===== src/rtl/cmp_timer.sv =====
module cmp_timer #(
  parameter int ADDR_W    = 8,
  parameter int PRESC_MAX = 9
) (
  input  logic              clk,
  input  logic              rst_n,
  input  logic [ADDR_W-1:0] addr,
  input  logic              wen,
  input  logic [31:0]       wdata,
  output logic [31:0]       rdata,
  output logic              irq
);
  localparam int NCH   = 4;
  localparam int DIV_W = PRESC_MAX + 1;
  localparam int WIX_W = ADDR_W - 2;
  localparam int K_START = 0, K_STOP = 1, K_COUNT = 2, K_CLEAR = 3, K_HALT = 4;
  localparam int K_CAP = 8, K_EVT = 16, K_LINK = 24, K_IENS = 25, K_IENC = 26;
  localparam int K_MODE = 28, K_WIDTH = 29, K_PRESC = 30, K_CMP = 32;

  logic [WIX_W-1:0] wix;
  logic [31:0] cnt, cnt_nxt, mask, inc_val;
  logic [31:0] cc [NCH];
  logic [NCH-1:0] evt, ien, sh_clr, sh_stop, hit, evt_clr, cap, cc_wr;
  logic running, mode, trig, tick, inc;
  logic wr_start, wr_stop, wr_count, wr_clear;
  logic [1:0] wsel;
  logic [3:0] presc;
  logic [DIV_W-1:0] div, div_top;
  logic [31:0] rd_nxt;

  assign wix  = addr[ADDR_W-1:2];
  assign trig = wen && (wdata == 32'd1);

  assign wr_start = trig && !mode && (wix == WIX_W'(K_START));
  assign wr_stop  = trig && ((wix == WIX_W'(K_STOP)) || (wix == WIX_W'(K_HALT)));
  assign wr_count = trig && mode && (wix == WIX_W'(K_COUNT));
  assign wr_clear = trig && (wix == WIX_W'(K_CLEAR));

  always_comb begin
    case (wsel)
      2'd0:    mask = 32'h0000_FFFF;
      2'd1:    mask = 32'h0000_00FF;
      2'd2:    mask = 32'h00FF_FFFF;
      default: mask = 32'hFFFF_FFFF;
    endcase
  end

  assign div_top = (DIV_W'(1) << presc) - DIV_W'(1);
  assign tick    = running && !mode && (div == div_top);
  assign inc     = (tick && !wr_clear) || wr_count;
  assign inc_val = (cnt + 32'd1) & mask;

  genvar g;
  generate
    for (g = 0; g < NCH; g++) begin : g_ch
      assign hit[g]     = inc && (inc_val == cc[g]);
      assign evt_clr[g] = wen && (wdata == 32'd0) && (wix == WIX_W'(K_EVT + g));
      assign cap[g]     = trig && (wix == WIX_W'(K_CAP + g));
      assign cc_wr[g]   = wen && (wix == WIX_W'(K_CMP + g));

      always_ff @(posedge clk) begin
        if (!rst_n)          cc[g] <= '0;
        else if (cap[g])     cc[g] <= cnt_nxt;
        else if (cc_wr[g])   cc[g] <= wdata & mask;
      end
    end
  endgenerate

  always_comb begin
    cnt_nxt = cnt;
    if (wr_clear)                 cnt_nxt = '0;
    else if (inc)                 cnt_nxt = (|(hit & sh_clr)) ? '0 : inc_val;
  end

  always_ff @(posedge clk) begin
    if (!rst_n) begin
      cnt     <= '0;
      evt     <= '0;
      ien     <= '0;
      sh_clr  <= '0;
      sh_stop <= '0;
      running <= 1'b0;
      mode    <= 1'b0;
      wsel    <= '0;
      presc   <= '0;
      div     <= '0;
    end else begin
      cnt <= cnt_nxt;
      evt <= (evt & ~evt_clr) | hit;

      if (wr_start)                          running <= 1'b1;
      else if (wr_stop || |(hit & sh_stop))  running <= 1'b0;

      if (wr_start || wr_clear)   div <= '0;
      else if (running && !mode)  div <= tick ? '0 : div + DIV_W'(1);

      if (wen) begin
        if (wix == WIX_W'(K_LINK)) begin
          sh_clr  <= wdata[3:0];
          sh_stop <= wdata[11:8];
        end
        if (wix == WIX_W'(K_IENS))  ien <= ien | wdata[19:16];
        if (wix == WIX_W'(K_IENC))  ien <= ien & ~wdata[19:16];
        if (wix == WIX_W'(K_MODE))  mode <= wdata[0];
        if (wix == WIX_W'(K_WIDTH)) wsel <= wdata[1:0];
        if (wix == WIX_W'(K_PRESC))
          presc <= (wdata > 32'(PRESC_MAX)) ? 4'(PRESC_MAX) : wdata[3:0];
      end
    end
  end

  always_comb begin
    rd_nxt = '0;
    if (wix == WIX_W'(K_LINK))                               rd_nxt = {20'd0, sh_stop, 4'd0, sh_clr};
    if ((wix == WIX_W'(K_IENS)) || (wix == WIX_W'(K_IENC)))  rd_nxt = {12'd0, ien, 16'd0};
    if (wix == WIX_W'(K_MODE))                               rd_nxt = {31'd0, mode};
    if (wix == WIX_W'(K_WIDTH))                              rd_nxt = {30'd0, wsel};
    if (wix == WIX_W'(K_PRESC))                              rd_nxt = {28'd0, presc};
    for (int i = 0; i < NCH; i++) begin
      if (wix == WIX_W'(K_EVT + i)) rd_nxt = {31'd0, evt[i]};
      if (wix == WIX_W'(K_CMP + i)) rd_nxt = cc[i];
    end
  end

  always_ff @(posedge clk) begin
    if (!rst_n) rdata <= '0;
    else        rdata <= rd_nxt;
  end

  assign irq = |(evt & ien);
endmodule



===== config.mk =====
export PLATFORM = sky130hd
export DESIGN_NAME = cmp_timer
export DESIGN_NICKNAME = d
export VERILOG_FILES = /design/src/rtl/cmp_timer.sv
export SDC_FILE = /design/constraint.sdc
export NUM_CORES = 1
export LEC_CHECK = 0
export ABC_AREA = 1
export BUFFER_PORTS_ARGS = -buffer_cell sky130_fd_sc_hd__buf_2
export CAP_MARGIN = 20
export CORE_ASPECT_RATIO = 0.8
export CORE_UTILIZATION = 40
export CTS_BUF_LIST = sky130_fd_sc_hd__clkbuf_4
export CTS_CLUSTER_SIZE = 28
export DETAILED_ROUTE_END_ITERATION = 7
export GPL_ROUTABILITY_DRIVEN = 0
export PLACE_DENSITY = 0.54
export SYNTH_ARGS = -nofsm -noshare
export SYNTH_HDL_FRONTEND = slang
export SYNTH_SLANG_ARGS = --single-unit
export TNS_END_PERCENT = 10

===== constraint.sdc =====
create_clock -name clk -period 9.2 [get_ports clk]
set_input_delay 2.76 -clock clk [delete_from_list [all_inputs] [get_ports clk]]
set_output_delay 2.76 -clock clk [all_outputs]
set_load 0.005 [all_outputs]

## Word-level counts from Yosys, hierarchy flattened

Memories as Yosys holds them, arrays and structs flattened.
Index checks and enable logic that the tools add are counted.

- Register bits: 98
- Memory bits (writable): 128
- Bits of input ports: 43
- Output and inout port bits: 33
- Logic and storage cells: 175
- Memories: 1

- $add $sub $neg: 3
- Order comparisons: 1
- Eq/ne operators: 30
- Shifts and indexed selects: 1
- Muxes and demuxes: 60
- Bitwise operators: 20
- Reduce and logical (&&, ||, !) cells: 48

Memory list:

| memory | depth | bits a word | rd ports | clocked after memory_dff | write ports | line | source |
|---|---|---|---|---|---|---|---|
| cc | 4 | 32 | 4 | 0 | 4 | 22 | `logic [31:0] cc [NCH];` |

Operator list:

| kind | count |
|---|---|
| two-way mux 32 bit | 23 |
| == test 32 bit | 4 |
| one-hot mux 32 bit (3 select lines) | 1 |
| AND 32 bit | 2 |
| == test 6 x 5 -> 1 bit (second input constant) | 10 |
| adder 32 x 1 -> 32 bit (second input constant) | 1 |
| == test 32 x 1 -> 1 bit (second input constant) | 1 |
| > comparator 32 x 4 -> 1 bit (second input constant) | 1 |
| zero test 32 bit | 1 |
| two-way mux 1 bit | 31 |
| logical AND 1 bit | 27 |
| == test 6 x 4 -> 1 bit (second input constant) | 4 |
| == test 6 bit (second input constant) | 4 |
| AND 4 bit | 5 |
| == test 6 x 2 -> 1 bit (second input constant) | 2 |
| two-way mux 12 bit | 1 |
| two-way mux 4 bit | 3 |
| OR reduction 4 bit | 3 |
| adder 10 x 1 -> 10 bit (second input constant) | 1 |
| == test 10 bit | 1 |
| two-way mux 10 bit | 1 |
| AND reduction 2 bit | 5 |
| left shift 1 x 4 -> 10 bit (first input constant) | 1 |
| subtractor 10 x 2 -> 10 bit (second input constant) | 1 |
| other kinds (14) | 29 |

## Depth between registers and ports, before layout

Gate-level depths: netlist (run 1).

- Word-level depth: 14
- Gate-level depth with buffers: 23
- Gate-level depth less buffers: 22

## Least setup slack after synthesis (run 1)

No wires, ideal clock.

- Path type: input-to-reg
- From: input port wdata[5]
- To: memory cc[2][0], enable pin
- Library setup time: 0.431 ns
- Data arrival time: 5.459 ns
- Required time: 8.769 ns
- Path slack: 3.310 ns
- Stages on the path: 10
- Buffers on the path: 0
- Cells stage by stage: nor2_1 nor3b_1 nand2_1 nor2_1 inv_2 nor3_1 inv_2 nor2_1 inv_2 o211ai_1

RTL lines:

| element | line | source |
|---|---|---|
| from (decl) | 9 | `input logic [31:0] wdata,` |
| to (decl) | 22 |  |

## Final worst setup path (run 1)

- From: input port wdata[16]
- To: register running

- Word-level cells in the longest chain between the ends: 11
- Elaborated cells on any way between the ends: 20
- Classes of those cells: eq/ne: 1; mux: 1; bitwise: 1; reduce/logical: 17

Ends and longest elaborated chain:

| element | line | source |
|---|---|---|
| == test 32 x 1 -> 1 bit * | 32 | `assign trig = wen && (wdata == 32'd1);` |
| logical AND 1 bit * | 32 |  |
| logical AND 1 bit | 37 | `assign wr_clear = trig && (wix == WIX_W'(K_CLEAR));` |
| zero test 1 bit | 50 | `assign inc = (tick && !wr_clear) \|\| wr_count;` |
| logical AND 1 bit | 50 |  |
| logical OR 1 bit | 50 |  |
| logical AND 1 bit | 56 | `assign hit[g] = inc && (inc_val == cc[g]);` |
| AND 4 bit | 92 | `else if (wr_stop \|\| \|(hit & sh_stop)) running <= 1'b0;` |
| OR reduction 4 bit | 92 |  |
| logical OR 1 bit | 92 |  |
| nonzero test 2 bit (no line) | -- |  |
| to (signal assigned) | 82 | `running <= 1'b0;` |
| to (signal assigned) | 91 | `if (wr_start) running <= 1'b1;` |
| to (signal assigned) | 92 |  |
| to (decl) | 24 | `logic running, mode, trig, tick, inc;` |

Every way passes the cells marked *; elsewhere a longest branch is shown, timed or not.
A chain may end at the register's enable or synchronous reset.

==> results of run 1 <==
-- power by group through the flow --
stage	clock network, mW	logic [mW]	registers (mW)
floorplan	0	0.0812	1.12
global route	1.02	0.158	1.11
detailed placement	0	0.142	1.13
finish	0.960	0.147	1.11
CTS	0.969	0.143	1.11
global placement	0	0.142	1.13
-- routing by layer --
| metal | track usage (%) | vias up | routed length [um] |
|---|---|---|---|
| met5 | 0 | - | 0 |
| met4 | 11.6 | 0 | 1960 |
| met3 | 11.6 | 121 | 8310 |
| met2 | 43.7 | 915 | 24200 |
| met1 | 47.0 | 7389 | 27700 |
| li1 | - | 7363 | - |
-- sequential cells by signal, indices dropped and copies added (netlist names), named ones only --
| name | flops |
|---|---|
| div | 10 |
| sh_clr | 4 |
| running | 1 |
| cc | 128 |
| presc | 4 |
| evt | 4 |
| mode | 1 |
| wsel | 2 |
| sh_stop | 4 |
| rdata | 32 |
| cnt | 32 |
-- path summary, 6_finish.rpt --
check,end,depth (start not counted),startpoint,slack [ns]
setup reg to reg,cc[2][2]$_SDFFCE_PN0P_,14,wsel[1]$_SDFFE_PN0P_,4.18
setup / recovery,running$_SDFFE_PN0P_,18,wdata[16],2.83
hold / removal,div[1]$_SDFFE_PP0P_,2,div[1]$_SDFFE_PP0P_,0.52
hold reg to reg,div[1]$_SDFFE_PP0P_,2,div[1]$_SDFFE_PP0P_,0.52
-- stage by stage --
step                power (mW)  setup WS (ns)  util [%]
floorplan                 1.20           3.31         -
global placement          1.27           2.42      43.5
detailed placement        1.27           2.36      43.5
CTS                       2.22           3.20      45.7
global route              2.29           2.85      45.8
finish                    2.22           2.83      45.8
-- critical path, stage by stage --
cell and delay [ns]:
sky130_fd_sc_hd__buf_2 0.13, sky130_fd_sc_hd__inv_1 0.17, sky130_fd_sc_hd__nand4_1 0.13, sky130_fd_sc_hd__nor2_1 0.40, sky130_fd_sc_hd__nand2_1 0.25, sky130_fd_sc_hd__nor2_1 0.36, sky130_fd_sc_hd__inv_2 0.07, sky130_fd_sc_hd__nor3_1 0.25
sky130_fd_sc_hd__nand3_1 0.14, sky130_fd_sc_hd__nand2_1 0.77, sky130_fd_sc_hd__buf_4 0.39, sky130_fd_sc_hd__nand3_1 0.11, sky130_fd_sc_hd__nor3_1 0.40, sky130_fd_sc_hd__nand4_1 0.32, sky130_fd_sc_hd__nor2_1 0.16, sky130_fd_sc_hd__nor2_1 0.06
sky130_fd_sc_hd__nand2_1 0.06, sky130_fd_sc_hd__a21oi_1 0.06
-- area by class of cell --
type / instances / area, um^2
Clock inverter: 16 / 60.1
Antenna cell: 5 / 12.5
Timing Repair Buffer: 96 / 546
Sequential cell: 226 / 5810
Fill cell: 3791 / 19600
Multi-Input combinational cell: 1597 / 7790
Tap cell: 480 / 601
Clock buffer: 98 / 736
Inverter: 275 / 1030
-- cells by family after synthesis --
kind of cell	count (synthesis)	share of synthesized area [%]
buffers and inverters	342	8.85
xor gates and xnor gates	47	2.82
and+or+nand+nor	1264	37.9
DFF	226	39.0
AOI/OAI and AO/OA	283	11.2
adders and majority gates	3	0.252
-- placed cells by master, fill, tap and decap left out, drive strengths merged, types with 10 or more instances in the layout --
cell and n:
nor3b 12, nor2 283, buf 96, xor2 39, o21ai 137, a21oi 78, o22ai 20, nand3 140
nor3 20, nand3b 10, a221oi 22, inv 273, o221ai 11, clkbuf 98, clkinv 18, nand4 90
edfxtp 128, or2 10, dfxtp 98, nand2 687
==> impl_metrics.env, run 1 <==
export IMPL_outcome="finished clean"
export IMPL_track_usage_pct=32.5
export IMPL_design_final_nets=2303
export IMPL_postSynthNetCount=2211
export IMPL_route_detailed_drc=0
export IMPL_intPower_mw=1.61
export IMPL_grt_remaining_overflow=0
export IMPL_netlist_top_cell_by_area="sky130_fd_sc_hd__edfxtp_1"
export IMPL_critical_path_sink_type="flop"
export IMPL_setup_total_negative_slack_ns=0
export IMPL_total_power_per_unit_cell_area_nw_per_um2=134
export IMPL_leading_post_synthesis_cells_by_cell_area="sky130_fd_sc_hd__edfxtp_1 (26%), sky130_fd_sc_hd__nand2_1 (16%), sky130_fd_sc_hd__dfxtp_1 (13%)"
export IMPL_dieHeight_um=175
export IMPL_dr_first_iter_drc_count=1895
export IMPL_cts_reportedPaths_clkPinSlew_ns=0.06
export IMPL_synth_top_cell_area_share_pct=25.8
export IMPL_grt_start_max_net_pins=49
export IMPL_die_area_um2=38000
export IMPL_netlist_cell_type_count=46
export IMPL_finalCriticalPeriod_ns=6.37
export IMPL_synth_area_per_cell_um2=6.87
export IMPL_post_drt_wl_per_cell_um=22.3
export IMPL_final_period_utilization_pct=69.3
export IMPL_synth_top_cells_by_count="sky130_fd_sc_hd__nand2_1 (645), sky130_fd_sc_hd__nor2_1 (268), sky130_fd_sc_hd__inv_1 (258), sky130_fd_sc_hd__edfxtp_1 (128), sky130_fd_sc_hd__nand3_1 (116)"
export IMPL_ctsHtreeMaxLevel=2
export IMPL_post_route_cells_drive_above_1_share_pct=14.2
export IMPL_portBuffers=73
export IMPL_setup_viol=0
export IMPL_vdd_ir_drop_max_v=0.0000819
export IMPL_max_slew_margin_rel_pct=19.6
export IMPL_tritoncts="done"
export IMPL_comb_power_share_pct=6.6
export IMPL_hold_removal_path_class="reg -> reg"
export IMPL_share_clk_of_total_power_pct=43.3
export IMPL_holdWs_ns=0.522
export IMPL_final_cells=2793
export IMPL_num_vias=15800
export IMPL_yosys_cell_count_top_type="sky130_fd_sc_hd__nand2_1"
export IMPL_clock_root_buffer="sky130_fd_sc_hd__clkbuf_4"
export IMPL_rows=62
export IMPL_postSynthCellCount=2165
export IMPL_hold_buffers=0
export IMPL_synth_sequential_area_ratio_pct=39.0
export IMPL_drv_slew=0
export IMPL_achievable_frequency_mhz=157
export IMPL_vias_per_cell=5.65
export IMPL_crit_path_max_fanout=17
export IMPL_yosysWarningCount=0
export IMPL_clock_skew_final_ns=0.0596
export IMPL_timing_setup_critical_path_class="in -> reg"
export IMPL_clockBufferDepth=3
export IMPL_maxcap_viol_count=0
export IMPL_timing_worst_slew_pin_value_ns=1.20
export IMPL_finalWirelength_mm=62.1
export IMPL_cts_buffers_inserted=61
export IMPL_global_route_wire_length_before_repair_mm=90.3
export IMPL_floorplan_initialDensity_pct=41.1
export IMPL_rsz0062_at_grt="no"
export IMPL_crit_arrival_ns=7.02
export IMPL_total_switching_power_uw=610
export IMPL_dpl_cell_count=2672
export IMPL_detail_route_first_pass_iterations=6
export IMPL_cp_required_ns=9.85
export IMPL_grt_antenna_before_repair=1
export IMPL_io_pin_count=76
export IMPL_synth_edff_count=128
export IMPL_drt_antenna_violating_nets=0
export IMPL_fp_dieW_um=218
export IMPL_asyncSetResetFlopFracSynth_pct=0
export IMPL_fin_area_um2=16600
export IMPL_swShare_pct=27.5
export IMPL_floorplan_core_area_um2=36200
export IMPL_area_growth_syn_to_layout_pct=11.5
export IMPL_cts_setup_buffers=0
export IMPL_critPathLaunchType="input port"
export IMPL_first_global_vias=14300
export IMPL_worstSkewPairLatency_ns=0.81
export IMPL_leakagePower_nw=7.03
export IMPL_post_cts_resized=0
export IMPL_ys_seq_elements=226
export IMPL_synth_cell_area_um2=14900
export IMPL_finalHoldViolations=0
export IMPL_cts_sink_count=226
export IMPL_yosys_most_used_dff="sky130_fd_sc_hd__edfxtp_1"
export IMPL_dpl_hpwl_mm=45.0
export IMPL_seq_power_share_pct=50.0
export IMPL_dpl_cell_area_um2=15800
Power figures use the tool's default switching activity.
==> run 2: changes to the inputs <==
clock period = 6.2 ns   (was 9.2 ns; I/O delays follow)
==> impl_metrics.env, run 2 (synthesized netlist as in run 1, its figures left out) <==
export IMPL_dp_slack_ns=0.994
export IMPL_cts_buffers_inserted=66
export IMPL_dr_first_iter_drc_count=2305
export IMPL_mostFrequentLayoutCell="sky130_fd_sc_hd__nand2_1"
export IMPL_timing_setup_critical_path_class="in -> reg"
export IMPL_clock_root_buffer="sky130_fd_sc_hd__clkbuf_4"
export IMPL_critical_path_sink_type="flop"
export IMPL_post_cts_resized=0
export IMPL_grt_remaining_overflow=0
export IMPL_max_slew_margin_rel_pct=21.1
export IMPL_global_route_wire_length_before_repair_mm=92.4
export IMPL_achievable_frequency_mhz=217
export IMPL_route_detailed_drc=0
export IMPL_largest_register_ff_count=128
export IMPL_worst_setup_slack_for_register_to_register_paths_ns=1.99
export IMPL_crit_arrival_ns=5.30
export IMPL_cp_slowest_stage_delay_ns=0.39
export IMPL_total_power_per_unit_cell_area_nw_per_um2=201
export IMPL_dpl_hpwl_mm=46.2
export IMPL_floorplan_initialDensity_pct=41.1
export IMPL_first_global_vias=14200
export IMPL_rsz0062_at_grt="no"
export IMPL_floorplan_core_area_um2=36200
export IMPL_setup_viol=0
export IMPL_vias_per_cell=5.64
export IMPL_portBuffers=73
export IMPL_critPathLaunchType="input port"
export IMPL_grt_start_max_net_pins=49
export IMPL_vdd_ir_drop_max_v=0.000120
export IMPL_leakagePower_nw=7.17
export IMPL_worstPathCellList="buf_2 -> inv_1 -> nand4_1 -> nor2_1 -> nand2_1 -> nor2_1 -> inv_2 -> nor3_1 -> nand3_1 -> nand2_1 -> buf_4 -> nand3_1 -> nor2_1 -> nand3_1 -> nor2_1 -> nand3_1 -> nand2_1 -> nor2_1 -> nand2_1 -> a21oi_1"
export IMPL_finalHoldViolations=0
export IMPL_crit_path_max_fanout=10
export IMPL_final_fill_count=3778
export IMPL_hold_buffers=0
export IMPL_critPathSlowestCell="sky130_fd_sc_hd__nand2_1"
export IMPL_post_drt_wl_per_cell_um=22.3
export IMPL_timing_worst_slew_pin_value_ns=1.17
export IMPL_register_area_um2=5810
export IMPL_commonest_non_fill_non_tap_cells_in_the_layout="sky130_fd_sc_hd__nand2_1 (645), sky130_fd_sc_hd__nor2_1 (262), sky130_fd_sc_hd__inv_1 (258)"
export IMPL_drv_slew=0
export IMPL_tritoncts="done"
export IMPL_grt_antenna_before_repair=3
export IMPL_largest_registers="cc x128, cnt x32, rdata x32"
export IMPL_outcome="finished clean"
export IMPL_dieHeight_um=175
export IMPL_finalWirelength_mm=62.9
export IMPL_finalCriticalPeriod_ns=4.61
export IMPL_clockBufferDepth=3
export IMPL_startpoint_of_the_worst_slack_reg_to_reg_timing_path="cnt[0]$_SDFF_PN0_"
export IMPL_hold_removal_path_class="reg -> reg"
export IMPL_cts_setup_buffers=0
export IMPL_drt_antenna_violating_nets=0
export IMPL_design_final_nets=2327
export IMPL_cp_required_ns=6.90
export IMPL_cp_top_family="simple AND/OR/NAND/NOR gates"
export IMPL_detail_route_first_pass_iterations=6
export IMPL_maxcap_viol_count=0
export IMPL_cts_sink_count=226
export IMPL_critical_path_startpoint="wdata[16]"
export IMPL_die_area_um2=38000
export IMPL_clock_skew_final_ns=0.0692
export IMPL_dpl_cell_area_um2=15900
export IMPL_area_growth_syn_to_layout_pct=12.9
export IMPL_cts_reportedPaths_clkPinSlew_ns=0.06
export IMPL_rr_endpoint="cc[0][15]$_DFFE_PP_"
export IMPL_num_vias=15900
export IMPL_io_pin_count=76
export IMPL_worst_path_most_repeated_cell="sky130_fd_sc_hd__nor2_1"
export IMPL_setup_total_negative_slack_ns=0
export IMPL_fin_area_um2=16800
export IMPL_dpl_cell_count=2692
export IMPL_top_register="cc"
export IMPL_fp_dieW_um=218
export IMPL_multiInputGateArea_um2=7780
export IMPL_timing_reg2reg_worst_path_depth=23
export IMPL_critical_path_depth=20
export IMPL_ctsHtreeMaxLevel=3
export IMPL_track_usage_pct=33.3
export IMPL_cp_endpoint="running$_SDFFE_PN0P_"
export IMPL_critical_path_buf_inv_count=4
export IMPL_final_cells=2818
export IMPL_post_route_cells_drive_above_1_share_pct=15.2
export IMPL_rows=62
export IMPL_final_critical_path_setup_slack_ns=1.59
export IMPL_final_period_utilization_pct=74.3
export IMPL_worstSkewPairLatency_ns=0.83
## run 2: cell count changes in the layout (fill, tap and decap cells not counted), sizes merged
| cell | change |
|---|---|
| buf | +19 |
| inv | +4 |
| clkbuf | +3 |
| clkinv | -2 |
| bufinv | +1 |
## run 2: layer usage
layer	up-vias	routed length [um]	track usage [%]	part of all wire, %
met2	938	25000	45.8	40
met1	7450	28400	50.7	45
li1	7410	-	-	-
met3	104	8010	8.07	13
met5	-	0	0	0
met4	0	1490	9.54	2.4
## run 2: final cells by class
type                            count  share of cell area (%)
Clock inverter                     19                   0.603
Multi-Input combinational cell   1597                    46.3
Inverter                          275                    6.14
Tap cell                          480                    3.57
Clock buffer                      101                    4.51
Antenna cell                        5                  0.0745
Timing Repair Buffer              115                    4.20
Sequential cell                   226                    34.6
## run 2: power breakdown
| part | leakage (nW) | switching [mW] | internal, mW |
|---|---|---|---|
| clock | 0.530 | 0.727 | 0.786 |
| sequential | 2.09 | 0.0294 | 1.62 |
| combinational | 4.56 | 0.166 | 0.0593 |
## run 2: worst reg2reg max path: stages, from the launching register on
cell and delay (ns):
sky130_fd_sc_hd__dfxtp_1 0.70, sky130_fd_sc_hd__ha_1 0.37, sky130_fd_sc_hd__nand2_2 0.10, sky130_fd_sc_hd__nor2_4 0.30, sky130_fd_sc_hd__nand2_2 0.15, sky130_fd_sc_hd__nor2_1 0.13, sky130_fd_sc_hd__nand2_1 0.06, sky130_fd_sc_hd__nand2_1 0.12
sky130_fd_sc_hd__nand2_1 0.15, sky130_fd_sc_hd__nand2_1 0.14, sky130_fd_sc_hd__nand2_1 0.10, sky130_fd_sc_hd__nor2_1 0.11, sky130_fd_sc_hd__nand2_1 0.06, sky130_fd_sc_hd__nor2_1 0.27, sky130_fd_sc_hd__nand2_1 0.19, sky130_fd_sc_hd__nor2_2 0.15
sky130_fd_sc_hd__nand3_1 0.10, sky130_fd_sc_hd__nand2_2 0.10, sky130_fd_sc_hd__nor2_4 0.05, sky130_fd_sc_hd__buf_12 0.17, sky130_fd_sc_hd__nand2_1 0.10, sky130_fd_sc_hd__nand2_1 0.07, sky130_fd_sc_hd__nand2_2 0.16, sky130_fd_sc_hd__o21ai_1 0.08
## run 2: per-stage QoR
stage / utilization (%) / hold WS [ns] / total power, mW
detailed placement: 43.9 / 0.522 / 1.90
global placement: 43.9 / 0.508 / 1.89
global route: 46.4 / 0.553 / 3.50
floorplan: - / 0.462 / 1.79
finish: 46.4 / 0.537 / 3.38
CTS: 46.3 / 0.534 / 3.40
## run 2: worst min path at each step
stage	start	to	cells after the start	slack (ns)
2_1_floorplan	evt[1]$_SDFF_PN0_	evt[1]$_SDFF_PN0_	2	0.46
3_3_place_gp	div[1]$_SDFFE_PP0P_	div[1]$_SDFFE_PP0P_	2	0.51
3_5_place_dp	div[1]$_SDFFE_PP0P_	div[1]$_SDFFE_PP0P_	2	0.52
4_1_cts	div[1]$_SDFFE_PP0P_	div[1]$_SDFFE_PP0P_	2	0.53
5_1_grt	evt[1]$_SDFF_PN0_	evt[1]$_SDFF_PN0_	2	0.55
6_report	div[1]$_SDFFE_PP0P_	div[1]$_SDFFE_PP0P_	2	0.54
